==> config.mk <==
export PLATFORM = sky130hd
export DESIGN_NAME = onew_rom_ctrl
export DESIGN_NICKNAME = d
export VERILOG_FILES = /design/src/rtl/onew_rom_pkg.sv /design/src/rtl/onew_rom_bitsel.sv /design/src/rtl/onew_rom_crc8.sv /design/src/rtl/onew_rom_decode.sv /design/src/rtl/onew_rom_ctrl.sv
export SDC_FILE = /design/constraint.sdc
export NUM_CORES = 1
export LEC_CHECK = 0
export ABC_AREA = 1
export CAP_MARGIN = 40
export CORE_AREA = 5 5 108 110
export DETAILED_ROUTE_END_ITERATION = 10
export DIE_AREA = 0 0 113 115
export GPL_TIMING_DRIVEN = 0
export PLACE_DENSITY_LB_ADDON = 0.05
export SLEW_MARGIN = 20
export SYNTH_ARGS = -nofsm -noshare
export SYNTH_HDL_FRONTEND = slang
export SYNTH_HIERARCHICAL = 1
export SYNTH_SLANG_ARGS = --single-unit
==> constraint.sdc <==
create_clock -name clk -period 6.9 [get_ports clk]
set_input_delay 1.725 -clock clk [delete_from_list [all_inputs] [get_ports clk]]
set_output_delay 1.725 -clock clk [all_outputs]
set_load 0.02 [all_outputs]
==> src/rtl/onew_rom_pkg.sv <==
package onew_rom_pkg;

    typedef enum logic [2:0] {
        ST_IDLE,
        ST_CMD,
        ST_READ,
        ST_MATCH,
        ST_SRCH,
        ST_GRANT
    } rom_state_e;

    typedef enum logic [1:0] {
        PH_TRUE,
        PH_CPL,
        PH_DIR
    } srch_phase_e;

    localparam int CODE_BITS = 8;

    localparam logic [CODE_BITS-1:0] CODE_READ_ID  = 8'h33;
    localparam logic [CODE_BITS-1:0] CODE_MATCH_ID = 8'h55;
    localparam logic [CODE_BITS-1:0] CODE_SEARCH   = 8'hF0;
    localparam logic [CODE_BITS-1:0] CODE_SKIP     = 8'hCC;
    localparam logic [CODE_BITS-1:0] CODE_RESUME   = 8'hA5;

    // x^8 + x^5 + x^4 + 1, reflected for LSB-first shifting
    localparam logic [7:0] CRC8_POLY_REFL = 8'h8C;

endpackage

==> src/rtl/onew_rom_bitsel.sv <==
module onew_rom_bitsel #(
    parameter int VEC_BITS = 64,
    parameter int SEL_W    = $clog2(VEC_BITS)
) (
    input  logic [VEC_BITS-1:0] vec,
    input  logic [SEL_W-1:0]    sel,
    input  logic                cand,
    output logic                bit_o,
    output logic                differs
);
    assign bit_o   = vec[sel];
    assign differs = (cand != vec[sel]);
endmodule

==> src/rtl/onew_rom_crc8.sv <==
module onew_rom_crc8 #(
    parameter int         DATA_BITS = 56,
    parameter int         CRC_BITS  = 8,
    parameter logic [7:0] POLY      = 8'h8C
) (
    input  logic [DATA_BITS+CRC_BITS-1:0] word,
    output logic                          ok
);
    localparam int WORD_BITS = DATA_BITS + CRC_BITS;

    logic [CRC_BITS-1:0] acc;

    always_comb begin
        logic fb;
        acc = '0;
        for (int i = 0; i < DATA_BITS; i++) begin
            fb  = acc[0] ^ word[i];
            acc = acc >> 1;
            if (fb) begin
                acc = acc ^ POLY[CRC_BITS-1:0];
            end
        end
        ok = (acc == word[WORD_BITS-1:DATA_BITS]);
    end
endmodule

==> src/rtl/onew_rom_decode.sv <==
module onew_rom_decode
    import onew_rom_pkg::*;
(
    input  logic [CODE_BITS-1:0] code,
    input  logic                 rc_set,
    output rom_state_e           next_st,
    output logic                 clr_rc
);
    always_comb begin
        clr_rc  = 1'b1;
        next_st = ST_IDLE;
        unique case (code)
            CODE_READ_ID:  next_st = ST_READ;
            CODE_MATCH_ID: next_st = ST_MATCH;
            CODE_SEARCH:   next_st = ST_SRCH;
            CODE_SKIP:     next_st = ST_GRANT;
            CODE_RESUME: begin
                clr_rc  = 1'b0;
                next_st = rc_set ? ST_GRANT : ST_IDLE;
            end
            default: begin
                clr_rc  = 1'b0;
                next_st = ST_IDLE;
            end
        endcase
    end
endmodule

==> src/rtl/onew_rom_ctrl.sv <==
module onew_rom_ctrl
    import onew_rom_pkg::*;
#(
    parameter int ID_BITS  = 64,
    parameter int CRC_BITS = 8
) (
    input  logic               clk,
    input  logic               rst_n,
    input  logic               bus_reset,
    input  logic               rx_valid,
    input  logic               rx_bit,
    input  logic               tx_req,
    input  logic [ID_BITS-1:0] dev_id,
    output logic               tx_bit,
    output logic               mem_grant,
    output logic               id_crc_ok
);
    localparam int IDX_W    = $clog2(ID_BITS);
    localparam int CNT_W    = $clog2(CODE_BITS);
    localparam int SH_BITS  = CODE_BITS - 1;
    localparam int PAY_BITS = ID_BITS - CRC_BITS;
    localparam logic [IDX_W-1:0] LAST_IDX = IDX_W'(ID_BITS - 1);
    localparam logic [CNT_W-1:0] LAST_CNT = CNT_W'(CODE_BITS - 1);

    typedef struct packed {
        rom_state_e         st;
        srch_phase_e        ph;
        logic [IDX_W-1:0]   idx;
        logic [SH_BITS-1:0] sh;
        logic [CNT_W-1:0]   cnt;
        logic               rc;
    } ctx_t;

    localparam ctx_t CTX_RST = '{
        st:  ST_IDLE,
        ph:  PH_TRUE,
        idx: '0,
        sh:  '0,
        cnt: '0,
        rc:  1'b0
    };

    ctx_t ctx_d, ctx_q;

    logic                 own_bit;
    logic                 bit_differs;
    logic                 idx_last;
    logic [CODE_BITS-1:0] code_full;
    rom_state_e           dec_st;
    logic                 dec_clr;

    // signals seen by the bound checker
    rom_state_e           cur_st;
    logic                 rc_flag;

    assign idx_last  = (ctx_q.idx == LAST_IDX);
    assign code_full = {rx_bit, ctx_q.sh};
    assign cur_st    = ctx_q.st;
    assign rc_flag   = ctx_q.rc;

    onew_rom_bitsel #(
        .VEC_BITS (ID_BITS),
        .SEL_W    (IDX_W)
    ) u_bitsel (
        .vec     (dev_id),
        .sel     (ctx_q.idx),
        .cand    (rx_bit),
        .bit_o   (own_bit),
        .differs (bit_differs)
    );

    onew_rom_decode u_decode (
        .code    (code_full),
        .rc_set  (ctx_q.rc),
        .next_st (dec_st),
        .clr_rc  (dec_clr)
    );

    onew_rom_crc8 #(
        .DATA_BITS (PAY_BITS),
        .CRC_BITS  (CRC_BITS),
        .POLY      (CRC8_POLY_REFL)
    ) u_crc (
        .word (dev_id),
        .ok   (id_crc_ok)
    );

    // next-state computation
    always_comb begin
        ctx_d = ctx_q;
        if (bus_reset) begin
            ctx_d.st  = ST_CMD;
            ctx_d.ph  = PH_TRUE;
            ctx_d.idx = '0;
            ctx_d.cnt = '0;
        end else begin
            unique case (ctx_q.st)
                ST_CMD: begin
                    if (rx_valid) begin
                        ctx_d.sh  = code_full[CODE_BITS-1:1];
                        ctx_d.cnt = ctx_q.cnt + 1'b1;
                        if (ctx_q.cnt == LAST_CNT) begin
                            ctx_d.st  = dec_st;
                            ctx_d.idx = '0;
                            ctx_d.ph  = PH_TRUE;
                            if (dec_clr) begin
                                ctx_d.rc = 1'b0;
                            end
                        end
                    end
                end
                ST_READ: begin
                    if (tx_req) begin
                        if (idx_last) begin
                            ctx_d.st = ST_GRANT;
                        end else begin
                            ctx_d.idx = ctx_q.idx + 1'b1;
                        end
                    end
                end
                ST_MATCH: begin
                    if (rx_valid) begin
                        if (bit_differs) begin
                            ctx_d.st = ST_IDLE;
                        end else if (idx_last) begin
                            ctx_d.st = ST_GRANT;
                            ctx_d.rc = 1'b1;
                        end else begin
                            ctx_d.idx = ctx_q.idx + 1'b1;
                        end
                    end
                end
                ST_SRCH: begin
                    unique case (ctx_q.ph)
                        PH_TRUE: if (tx_req) ctx_d.ph = PH_CPL;
                        PH_CPL:  if (tx_req) ctx_d.ph = PH_DIR;
                        default: begin
                            if (rx_valid) begin
                                if (bit_differs) begin
                                    ctx_d.st = ST_IDLE;
                                end else if (idx_last) begin
                                    ctx_d.st = ST_GRANT;
                                    ctx_d.rc = 1'b1;
                                end else begin
                                    ctx_d.idx = ctx_q.idx + 1'b1;
                                    ctx_d.ph  = PH_TRUE;
                                end
                            end
                        end
                    endcase
                end
                default: ;
            endcase
        end
    end

    always_ff @(posedge clk or negedge rst_n) begin
        if (!rst_n) begin
            ctx_q <= CTX_RST;
        end else begin
            ctx_q <= ctx_d;
        end
    end

    // outputs
    always_comb begin
        tx_bit = 1'b1;
        unique case (ctx_q.st)
            ST_READ: tx_bit = own_bit;
            ST_SRCH: begin
                if (ctx_q.ph == PH_TRUE) begin
                    tx_bit = own_bit;
                end else if (ctx_q.ph == PH_CPL) begin
                    tx_bit = ~own_bit;
                end
            end
            default: tx_bit = 1'b1;
        endcase
    end

    assign mem_grant = (ctx_q.st == ST_GRANT);

endmodule

==> reports/results.txt, run 1 <==
Status = complete, but fails checks
Failing checks = setup timing
Total track usage = 23.6%
Main combinational cell family by area after synthesis = simple AND/OR/NAND/NOR gates
Net count reported at finish = 1129
Synth warnings = 6
Initial antenna violation count = 0
# clock sinks = 22
Worst-case headroom to the max-slew limit = 58.6%
Max-cap viol count = 0
Main synth FF type = dfrtp_1
Worst Tran Pin Value = 0.619 ns
Crit-path max FO = 5
Maximum level of the CTS H-tree = 1
TritonCTS clock tree = built
Via count = 6071
Area Growth Syn to Fin = 36.4%
CTS Buf Count = 3
Post-route design area = 0.00701 sq mm
Syn Nets = 1029
CP required = 5.18 ns
Worst min path class = flop to flop
Setup crit end kind = primary output
Top cell by count, worst path = nand2_2
Post-Synthesis Cells = 956
Yosys cell types = 32
Clock Latency Late Sink = 0.27 ns
Cell row count = 38
Clock slew at reported path FFs = 0.07 ns
Final Hold Fails = 0
Synth Area in Adders = 0.730%
Clock buffer depth = 2
Antenna Nets Post-Route = 0
Seq cells post-synth = 22
Critical path arrival = 6.35 ns
PortBufs = 71
Final setup margin = -1.17 ns
Largest net degree at the start of global routing = 13
Die W = 113 um
TritonRoute pass-1 iters = 5
Detailed Route WL = 15.1 mm
Ports = 73
Starting DRT DRC Count = 372
Post-Syn Area per Cell = 5.38 sq um
RSZ-0062 raised after global routing = yes
Core ar. = 0.0106 sq mm
Vias in the first global route = 5942
Crit path launch type = primary input
Die Ht = 115 um
Synth Area in Compound Gates = 2.09%
Hold slack = 0.486 ns
Final setup viols = 1
Global-route wire length before repair = 26.2 mm
DRC violations left = 0
Initial Utilization = 48.5%
Asr flop ratio synth = 100%
Die area = 0.0130 sq mm
Final critical-path required period = 8.07 ns
Clk root buf = clkbuf_8
Mux contribution to synthesized area = 0.219%
Synth top area share = 25.8%
Layout cells sized above 1 = 29.9%
Grt ovf = 0
Slew Viols, Final = 0
Post-Syn Area = 0.00514 sq mm
Area leader, netlist = nand2_1
Crit-path slowest cell = xor2_2
Critical path class = primary input to primary output
Antenna diodes = 0
Fin Clk Skew = 0.00870 ns
Worst path max stage delay = 0.17 ns
Area after DPL = 0.00606 sq mm
Fin crit share = 117%
Sequential share of the synthesized area = 10.7%
FF-to-FF setup slack = 4.58 ns
FMAX = 124 MHz
Dpl hpwl = 11.7 mm
Final Wtd Congestion = 0.883
Number of synthesized flops with an enable pin = 0
Area contributors post-synth = nand2_1, nand3_1, dfrtp_1
Average wire per standard cell = 12.6 um
Simple-gate share of the synthesized area = 68.6%
Via/cell ratio = 5.08
Hold buffers post-CTS = 0
Synth Area in XOR/XNOR = 5.23%
## sequential cells by signal, indices dropped and copies added, names as in the netlist
name,count
ctx_q,11
rc_flag,1
code_full,7
cur_st,3
## final timing paths
kind	from	end	depth (start not counted)
max	dev_id[1]	id_crc_ok	54
min	ctx_q[2]	ctx_q[2]	2
max reg2reg	ctx_q[12]	ctx_q[17]	16
min reg2reg	ctx_q[2]	ctx_q[2]	2
max in group asynchronous	rst_n	code_full[6]	2
min in group asynchronous	rst_n	cur_st[2]	1
## worst max-delay path, delay by kind of cell
kind	cells	cell delay, ns
xor gates and xnor gates	2	0.32
buffers and inverters	12	0.96
and+or+nand+nor	40	3.31
## routing by layer
layer,vias to the layer above,wire length [um],track usage [%]
li1,3212,-,-
met1,2719,7190,32.0
met2,121,7050,41.1
met3,19,617,2.26
met4,0,196,4.25
met5,-,0,0
## Yosys cell counts, types with 4 or more instances
cell      instances
nand2_2          74
nand2_4          12
nor2_2            4
dfrtp_1          22
a21oi_1           6
inv_2            23
o21ai_1           5
xnor2_1           8
nand2_1         354
buf_2             4
nor2_1           39
xor2_1           20
nand3_2          17
inv_1           111
nand3_1         203
nand3b_1         14
o21ai_0           6
buf_6             7
## cell type report
class / count / area [sq um]
Timing Repair Buffer: 95 / 900
Fill cell: 1006 / 3590
Inverter: 136 / 518
Tap cell: 140 / 175
Sequential cell: 22 / 551
Buffer: 14 / 121
Multi-Input combinational cell: 784 / 4710
Clock buffer: 3 / 41.3
## cells in the final DEF (no fill, tap or decap), types with 5 or more instances in the layout
cell and count:
nand2_1 291, nand3_1 164, inv_1 102, nand2_2 96, clkdlybuf4s50_1 55, nand2_4 53, nand3_2 45, nor2_1 37
inv_2 31, buf_4 30, dfrtp_1 22, nand3_4 14, nand3b_1 14, xor2_1 13, buf_6 10, xor2_2 7
a21oi_1 6, o21ai_0 6, nor2_4 5, xnor2_1 5, o21ai_1 5, dlygate4sd2_1 5
## what timing repair did
action                                  CTS  global route
endpoints found under the setup margin    1             1
setup buffers                            19             4
endpoints found under the hold margin     0             0
resized for setup                       217            16
pin swaps                                89            14
## stage by stage
step	setup slack, ns	util, %	setup TNS, ns	std cells
after floorplan	-0.374	-	-0.374	956
after global placement	-2.22	57.0	-2.22	1167
after detailed placement	-2.28	57.2	-2.28	1168
after CTS	-1.05	65.2	-1.05	1190
after global routing	-1.62	66.1	-1.62	1194
final	-1.17	66.1	-1.17	1194
## cells by family (layout without fill, tap and decap cells)
kind of cell               Yosys count  count (layout)
and+or+nand+nor                    731             731
buffers and inverters              150             248
xor gates and xnor gates            29              29
DFF                                 22              22
AOI/OAI and AO/OA                   20              20
adders and majority gates            3               3
muxes                                1               1
Power of run 1 is not shown: default switching activity piles up to over one toggle a cycle in this logic, so the estimate is an artifact.
==> run 2, diff against run 1 <==
--- a/config.mk
+++ b/config.mk
@@ -7,9 +7,9 @@
 export LEC_CHECK = 0
 export ABC_AREA = 1
 export CAP_MARGIN = 40
-export CORE_AREA = 5 5 108 110
+export CORE_AREA = 5 5 113 115
 export DETAILED_ROUTE_END_ITERATION = 10
-export DIE_AREA = 0 0 113 115
+export DIE_AREA = 0 0 118 120
 export GPL_TIMING_DRIVEN = 0
 export PLACE_DENSITY_LB_ADDON = 0.05
 export SLEW_MARGIN = 20
==> constraint.sdc (replaced) <==
create_clock -name clk -period 7.8 [get_ports clk]
set_input_delay 1.95 -clock clk [delete_from_list [all_inputs] [get_ports clk]]
set_output_delay 1.95 -clock clk [all_outputs]
set_load 0.02 [all_outputs]
==> run 2 against run 1 <==
Against the previous run:
- the flow still finishes with violations (setup timing)
- hold slack got worse by 0.0062 ns
- wire length grew 10%
- register-to-register slack improved by 0.85 ns
- first-iteration DRC count down 7.5%
- sequential share of layout area fell by 0.59 points
- cell count grew 0.84%
- via count rose by 2.6%
==> reports/results.txt, run 2 (synthesized netlist as in run 1, its figures left out) <==
Final critical-path required period = 8.58 ns
Worst Tran Pin Value = 0.489 ns
Clock slew at reported path FFs = 0.06 ns
Failing checks = setup timing
CTS Buf Count = 3
CP required = 5.85 ns
Grt ovf = 0
Vias in the first global route = 5545
Final setup margin = -0.781 ns
Commonest non-fill, non-tap cell in the layout = nand2_1
Setup crit end kind = primary output
Finished Layout Cells = 1204
Placed instance count = 1175
# clock sinks = 22
Detailed Route WL = 16.6 mm
RSZ-0062 raised after global routing = yes
Final Hold Fails = 0
Global-route wire length before repair = 25.5 mm
Core ar. = 0.0117 sq mm
Largest net degree at the start of global routing = 15
Total track usage = 20.9%
Crit-path max FO = 6
Worst min path class = flop to flop
Fillcell total = 1108
Clock buffer depth = 2
DRC violations left = 0
Final setup viols = 1
Net count reported at finish = 1131
Layout cells sized above 1 = 35.0%
Critical path arrival = 6.63 ns
Area Growth Syn to Fin = 47.5%
GR peak layer = met2
M3 GR Usage = 2.50%
Antenna Nets Post-Route = 0
Commonest cells after routing, fill and taps aside = nand2_1, nand3_1, nand2_2
Crit-path slowest cell = nand3b_1
TritonCTS clock tree = built
Worst path max stage delay = 0.18 ns
Crit path launch type = primary input
Top cell by count, worst path = nand2_4
Die W = 118 um
Reg with most FFs = ctx_q
Fin Clk Skew = 0.00256 ns
GRT met1 Usage = 29.1%
FF-to-FF setup slack = 5.43 ns
Core Util, Final = 64.8%
Initial Utilization = 43.9%
Status = complete, but fails checks
Die Ht = 120 um
Ports = 73
Clk root buf = clkbuf_16
Initial antenna violation count = 0
Worst-case headroom to the max-slew limit = 67.3%
Average wire per standard cell = 13.8 um
Via/cell ratio = 5.17
Starting DRT DRC Count = 344
Via count = 6226
Maximum level of the CTS H-tree = 1
Antenna diodes = 0
Clock Latency Late Sink = 0.26 ns
Slew Viols, Final = 0
Max-cap viol count = 0
Die area = 0.0142 sq mm
Largest register FFs = 11
Met2 GRT Util = 35.5%
Critical path class = primary input to primary output
Cell row count = 40
Final Wtd Congestion = 0.877
Fin crit share = 110%
PortBufs = 71
FMAX = 117 MHz
Dpl hpwl = 12.1 mm
TritonRoute pass-1 iters = 5
[run 2: cell type report]
class | count | area [sq um] | share of cell area (%)
Multi-Input combinational cell | 784 | 5170 | 68.2
Clock inverter | 1 | 30.0 | 0.396
Timing Repair Buffer | 97 | 926 | 12.2
Sequential cell | 22 | 551 | 7.26
Inverter | 136 | 526 | 6.93
Tap cell | 147 | 184 | 2.42
Clock buffer | 3 | 75.1 | 0.990
Buffer | 14 | 121 | 1.60
[run 2: worst max-delay path: cells and delay by family]
family                 cells  cell delay (ns)
AND/OR/NAND/NOR           44             3.94
buffers and inverters      8             0.72
[run 2: final timing paths]
kind                           start  cells after the start            to
hold / removal              ctx_q[2]                      2      ctx_q[2]
hold reg to reg             ctx_q[2]                      2      ctx_q[2]
min in group asynchronous      rst_n                      1  code_full[4]
max in group asynchronous      rst_n                      2      ctx_q[2]
setup / recovery           dev_id[2]                     52     id_crc_ok
setup reg to reg           ctx_q[12]                     16     ctx_q[18]
[run 2: timing repair]
action / 4_1_cts / 5_1_grt
resized for setup: 153 / 190
buffers inserted: 14 / 11
endpoints found under the setup margin: 1 / 1
pin swaps: 60 / 97
hold buffers: 0 / 0
[run 2: layer usage]
metal / up-vias / wire (um)
met5: - / 0
met4: 0 / 120
met3: 10 / 718
met1: 2839 / 7600
li1: 3228 / -
met2: 149 / 8150
[run 2: through the flow]
| stage | setup TNS [ns] | area, sq um | hold slack (ns) | worst slack (ns) |
|---|---|---|---|---|
| 3_3_place_gp | -1.73 | 6040 | 0.469 | -1.73 |
| 5_1_grt | -1.08 | 7580 | 0.507 | -1.08 |
| 4_1_cts | -0.583 | 6650 | 0.482 | -0.583 |
| 3_5_place_dp | -1.77 | 6060 | 0.467 | -1.77 |
| 6_report | -0.781 | 7580 | 0.480 | -0.781 |
| 2_1_floorplan | 0 | 5140 | 0.446 | 0.00455 |
Power of run 2 is left out for the same reason.
==> run 3, diff against run 2 <==
--- a/config.mk
+++ b/config.mk
@@ -5,11 +5,11 @@
 export SDC_FILE = /design/constraint.sdc
 export NUM_CORES = 1
 export LEC_CHECK = 0
-export ABC_AREA = 1
+export ABC_AREA = 0
 export CAP_MARGIN = 40
-export CORE_AREA = 5 5 113 115
+export CORE_AREA = 5 5 103 105
 export DETAILED_ROUTE_END_ITERATION = 10
-export DIE_AREA = 0 0 118 120
+export DIE_AREA = 0 0 108 110
 export GPL_TIMING_DRIVEN = 0
 export PLACE_DENSITY_LB_ADDON = 0.05
 export SLEW_MARGIN = 20
==> run 3 against run 2 <==
Against the previous run:
- via count fell by 47%
- sequential share of layout area rose by 2.1 points
- utilization fell by 3.1 points
- setup slack improved by 0.78 ns
- non-clock buffer count rose by 13
- first-iteration DRC count fell by 69%
- synthesized cell count fell by 62%
- cell count fell by 49%
- hold slack improved by 0.053 ns
- maximum frequency rose by 10%
- the run still ends with setup timing left
- flip-flop and latch count did not move
==> reports/results.txt, run 3 <==
GR peak layer = met2
Total track usage = 19.7%
Final setup viols = 1
Critical Path, Cell by Cell = dlygate4sd2_1 > xnor2_2 > xor3_2 > buf_4 > xnor3_2 > xor2_4 > xnor3_2 > xor2_4 > xor2_2 > xnor3_2 > o2111a_2 > nor4_4 > nor4_2 > buf_4
Status = complete, but fails checks
Largest net degree at the start of global routing = 14
TritonCTS clock tree = built
Area contributors post-synth = xnor3_1, xnor2_1, dfrtp_1
Simple-gate share of the synthesized area = 12.2%
Yosys cell types = 74
TritonRoute pass-1 iters = 5
M3 GR Usage = 1.57%
Worst min path class = flop to flop
Clock buffer depth = 2
Die area = 0.0119 sq mm
Asr flop ratio synth = 100%
Placement Setup Slack = -1.52 ns
Crit-path slowest cell = xnor3_2
Synth warnings = 6
Antenna Nets Post-Route = 0
Fin Clk Skew = 0.00262 ns
Via/cell ratio = 5.40
Max-cap viol count = 0
Global-route wire length before repair = 18.3 mm
Largest register FFs = 11
Synth Area in Adders = 0.888%
Worst Tran Pin Value = 0.632 ns
Delay-heaviest family, CP = XOR/XNOR gates
Initial antenna violation count = 0
Grt ovf = 0
DRC violations left = 0
Initial Utilization = 44.3%
Syn Nets = 433
# clock sinks = 22
Buf/Inv on CP = 3
Vias in the first global route = 3525
Final Hold Fails = 0
Area leader, netlist = xnor3_1
Placed instance count = 566
Ports = 73
Net count reported at finish = 553
FMAX = 128 MHz
Clk root buf = clkbuf_8
Synth top area share = 16.0%
Maximum level of the CTS H-tree = 1
Post-Syn Area = 0.00423 sq mm
Synth cell count leaders = xnor2_1, xnor3_1, xor2_1
RSZ-0062 raised after global routing = yes
Sequential share of the synthesized area = 13.0%
Average wire per standard cell = 18.4 um
Area Growth Syn to Fin = 39.2%
Top cell by count, worst path = xnor3_2
Dpl hpwl = 8.80 mm
Commonest cells after routing, fill and taps aside = clkdlybuf4s50_1, xnor2_1, buf_4
Hold buffers post-CTS = 0
Antenna diodes = 0
GRT met1 Usage = 24.7%
Reg with most FFs = ctx_q
Die W = 108 um
Core ar. = 0.00955 sq mm
Post-Syn Area per Cell = 11.7 sq um
Most frequent cell after synthesis = xnor2_1
Critical path class = primary input to primary output
CTS Buf Count = 3
Detailed Route WL = 11.3 mm
Cell row count = 36
Via count = 3304
Seq cells post-synth = 22
Worst path max stage delay = 0.52 ns
Final Wtd Congestion = 0.846
Number of synthesized flops with an enable pin = 0
Fin crit share = 100%
Finished Layout Cells = 612
Main synth FF type = dfrtp_1
Main combinational cell family by area after synthesis = XOR/XNOR gates
Crit-path max FO = 4
Final critical-path required period = 7.80 ns
Worst-case headroom to the max-slew limit = 57.9%
Mux contribution to synthesized area = 14.4%
Crit path launch type = primary input
Clock Latency Late Sink = 0.27 ns
Layout cells sized above 1 = 32.2%
Synth Area in XOR/XNOR = 46.6%
Synth Area in Compound Gates = 10.1%
Failing checks = setup timing
PortBufs = 72
Post-Synthesis Cells = 360
Critical path arrival = 5.85 ns
Setup crit end kind = primary output
Fillcell total = 795
Die Ht = 110 um
Commonest non-fill, non-tap cell in the layout = clkdlybuf4s50_1
Starting DRT DRC Count = 106
Slew Viols, Final = 0
Clock slew at reported path FFs = 0.08 ns
CP required = 5.85 ns
Final setup margin = -0.00315 ns
Met2 GRT Util = 37.2%
-- run 3: cell count changes in the layout (fill, tap and decap cells not counted), moves of 18 or more --
| cell | previous run | this run |
|---|---|---|
| nand2_4 | 71 | 0 |
| nand3_2 | 56 | 0 |
| xnor2_2 | 1 | 19 |
| inv_2 | 33 | 0 |
| xnor3_2 | 1 | 19 |
| xnor2_1 | 4 | 43 |
| nand3_4 | 24 | 0 |
| nand2_2 | 98 | 0 |
| nand2_1 | 266 | 18 |
| nor2_1 | 38 | 14 |
| xnor3_1 | 0 | 20 |
| inv_1 | 97 | 8 |
| nand3_1 | 143 | 6 |
-- run 3: cell type report --
class	count	area, sq um	area share, %
clock buffer	4	55.1	0.935
buffer	9	90.1	1.53
sequential	22	551	9.35
multi-input combinational	321	3940	67.0
inverter	8	30.0	0.510
tap	133	166	2.83
timing repair buffer	115	1050	17.9
-- run 3: through the flow --
step	util (%)	TNS, ns	hold WS [ns]	area [sq um]
final	61.6	-0.00315	0.533	5890
after global routing	61.6	-0.168	0.570	5890
after CTS	61.2	0	0.541	5840
after detailed placement	54.0	-1.52	0.521	5160
after global placement	53.9	-1.48	0.508	5140
after floorplan	-	0	0.490	4260
-- run 3: worst paths after layout --
path | endpoint | depth (start not counted) | slack [ns] | from
max in group asynchronous | cur_st[2] | 2 | 5.32 | rst_n
min in group asynchronous | code_full[4] | 1 | 2.01 | rst_n
worst min register to register | ctx_q[2] | 2 | 0.53 | ctx_q[2]
worst max-delay path | id_crc_ok | 14 | -0.003 | dev_id[8]
worst min-delay path | ctx_q[2] | 2 | 0.53 | ctx_q[2]
worst max register to register | ctx_q[17] | 12 | 4.35 | ctx_q[11]
-- run 3: cells by family after synthesis --
kind of cell / Yosys count
AO/OA/AOI/OAI: 58
XOR/XNOR: 142
adder cells (fa/ha/maj): 3
buffers and inverters: 17
flip-flops: 22
multiplexers: 35
AND/OR/NAND/NOR: 83
-- run 3: repair_timing --
| item | in CTS | in global routing |
|---|---|---|
| setup buffers | 39 | 3 |
| endpoints found under the setup margin | 1 | 1 |
| hold endpoints to repair | 0 | 0 |
| pin swaps | 39 | 6 |
| gates resized for setup | 108 | 6 |
-- run 3: layer usage --
metal,wire length (um),vias up
li1,-,1593
met1,4670,1607
met2,6050,91
met3,371,13
met4,167,0
met5,0,-
-- run 3: worst min-delay path: stages, from the launching register on --
cell     delay, ns
dfrtp_1       0.35
mux2i_1       0.07
nor2_1        0.08
Power of run 3 is left out for the same reason.
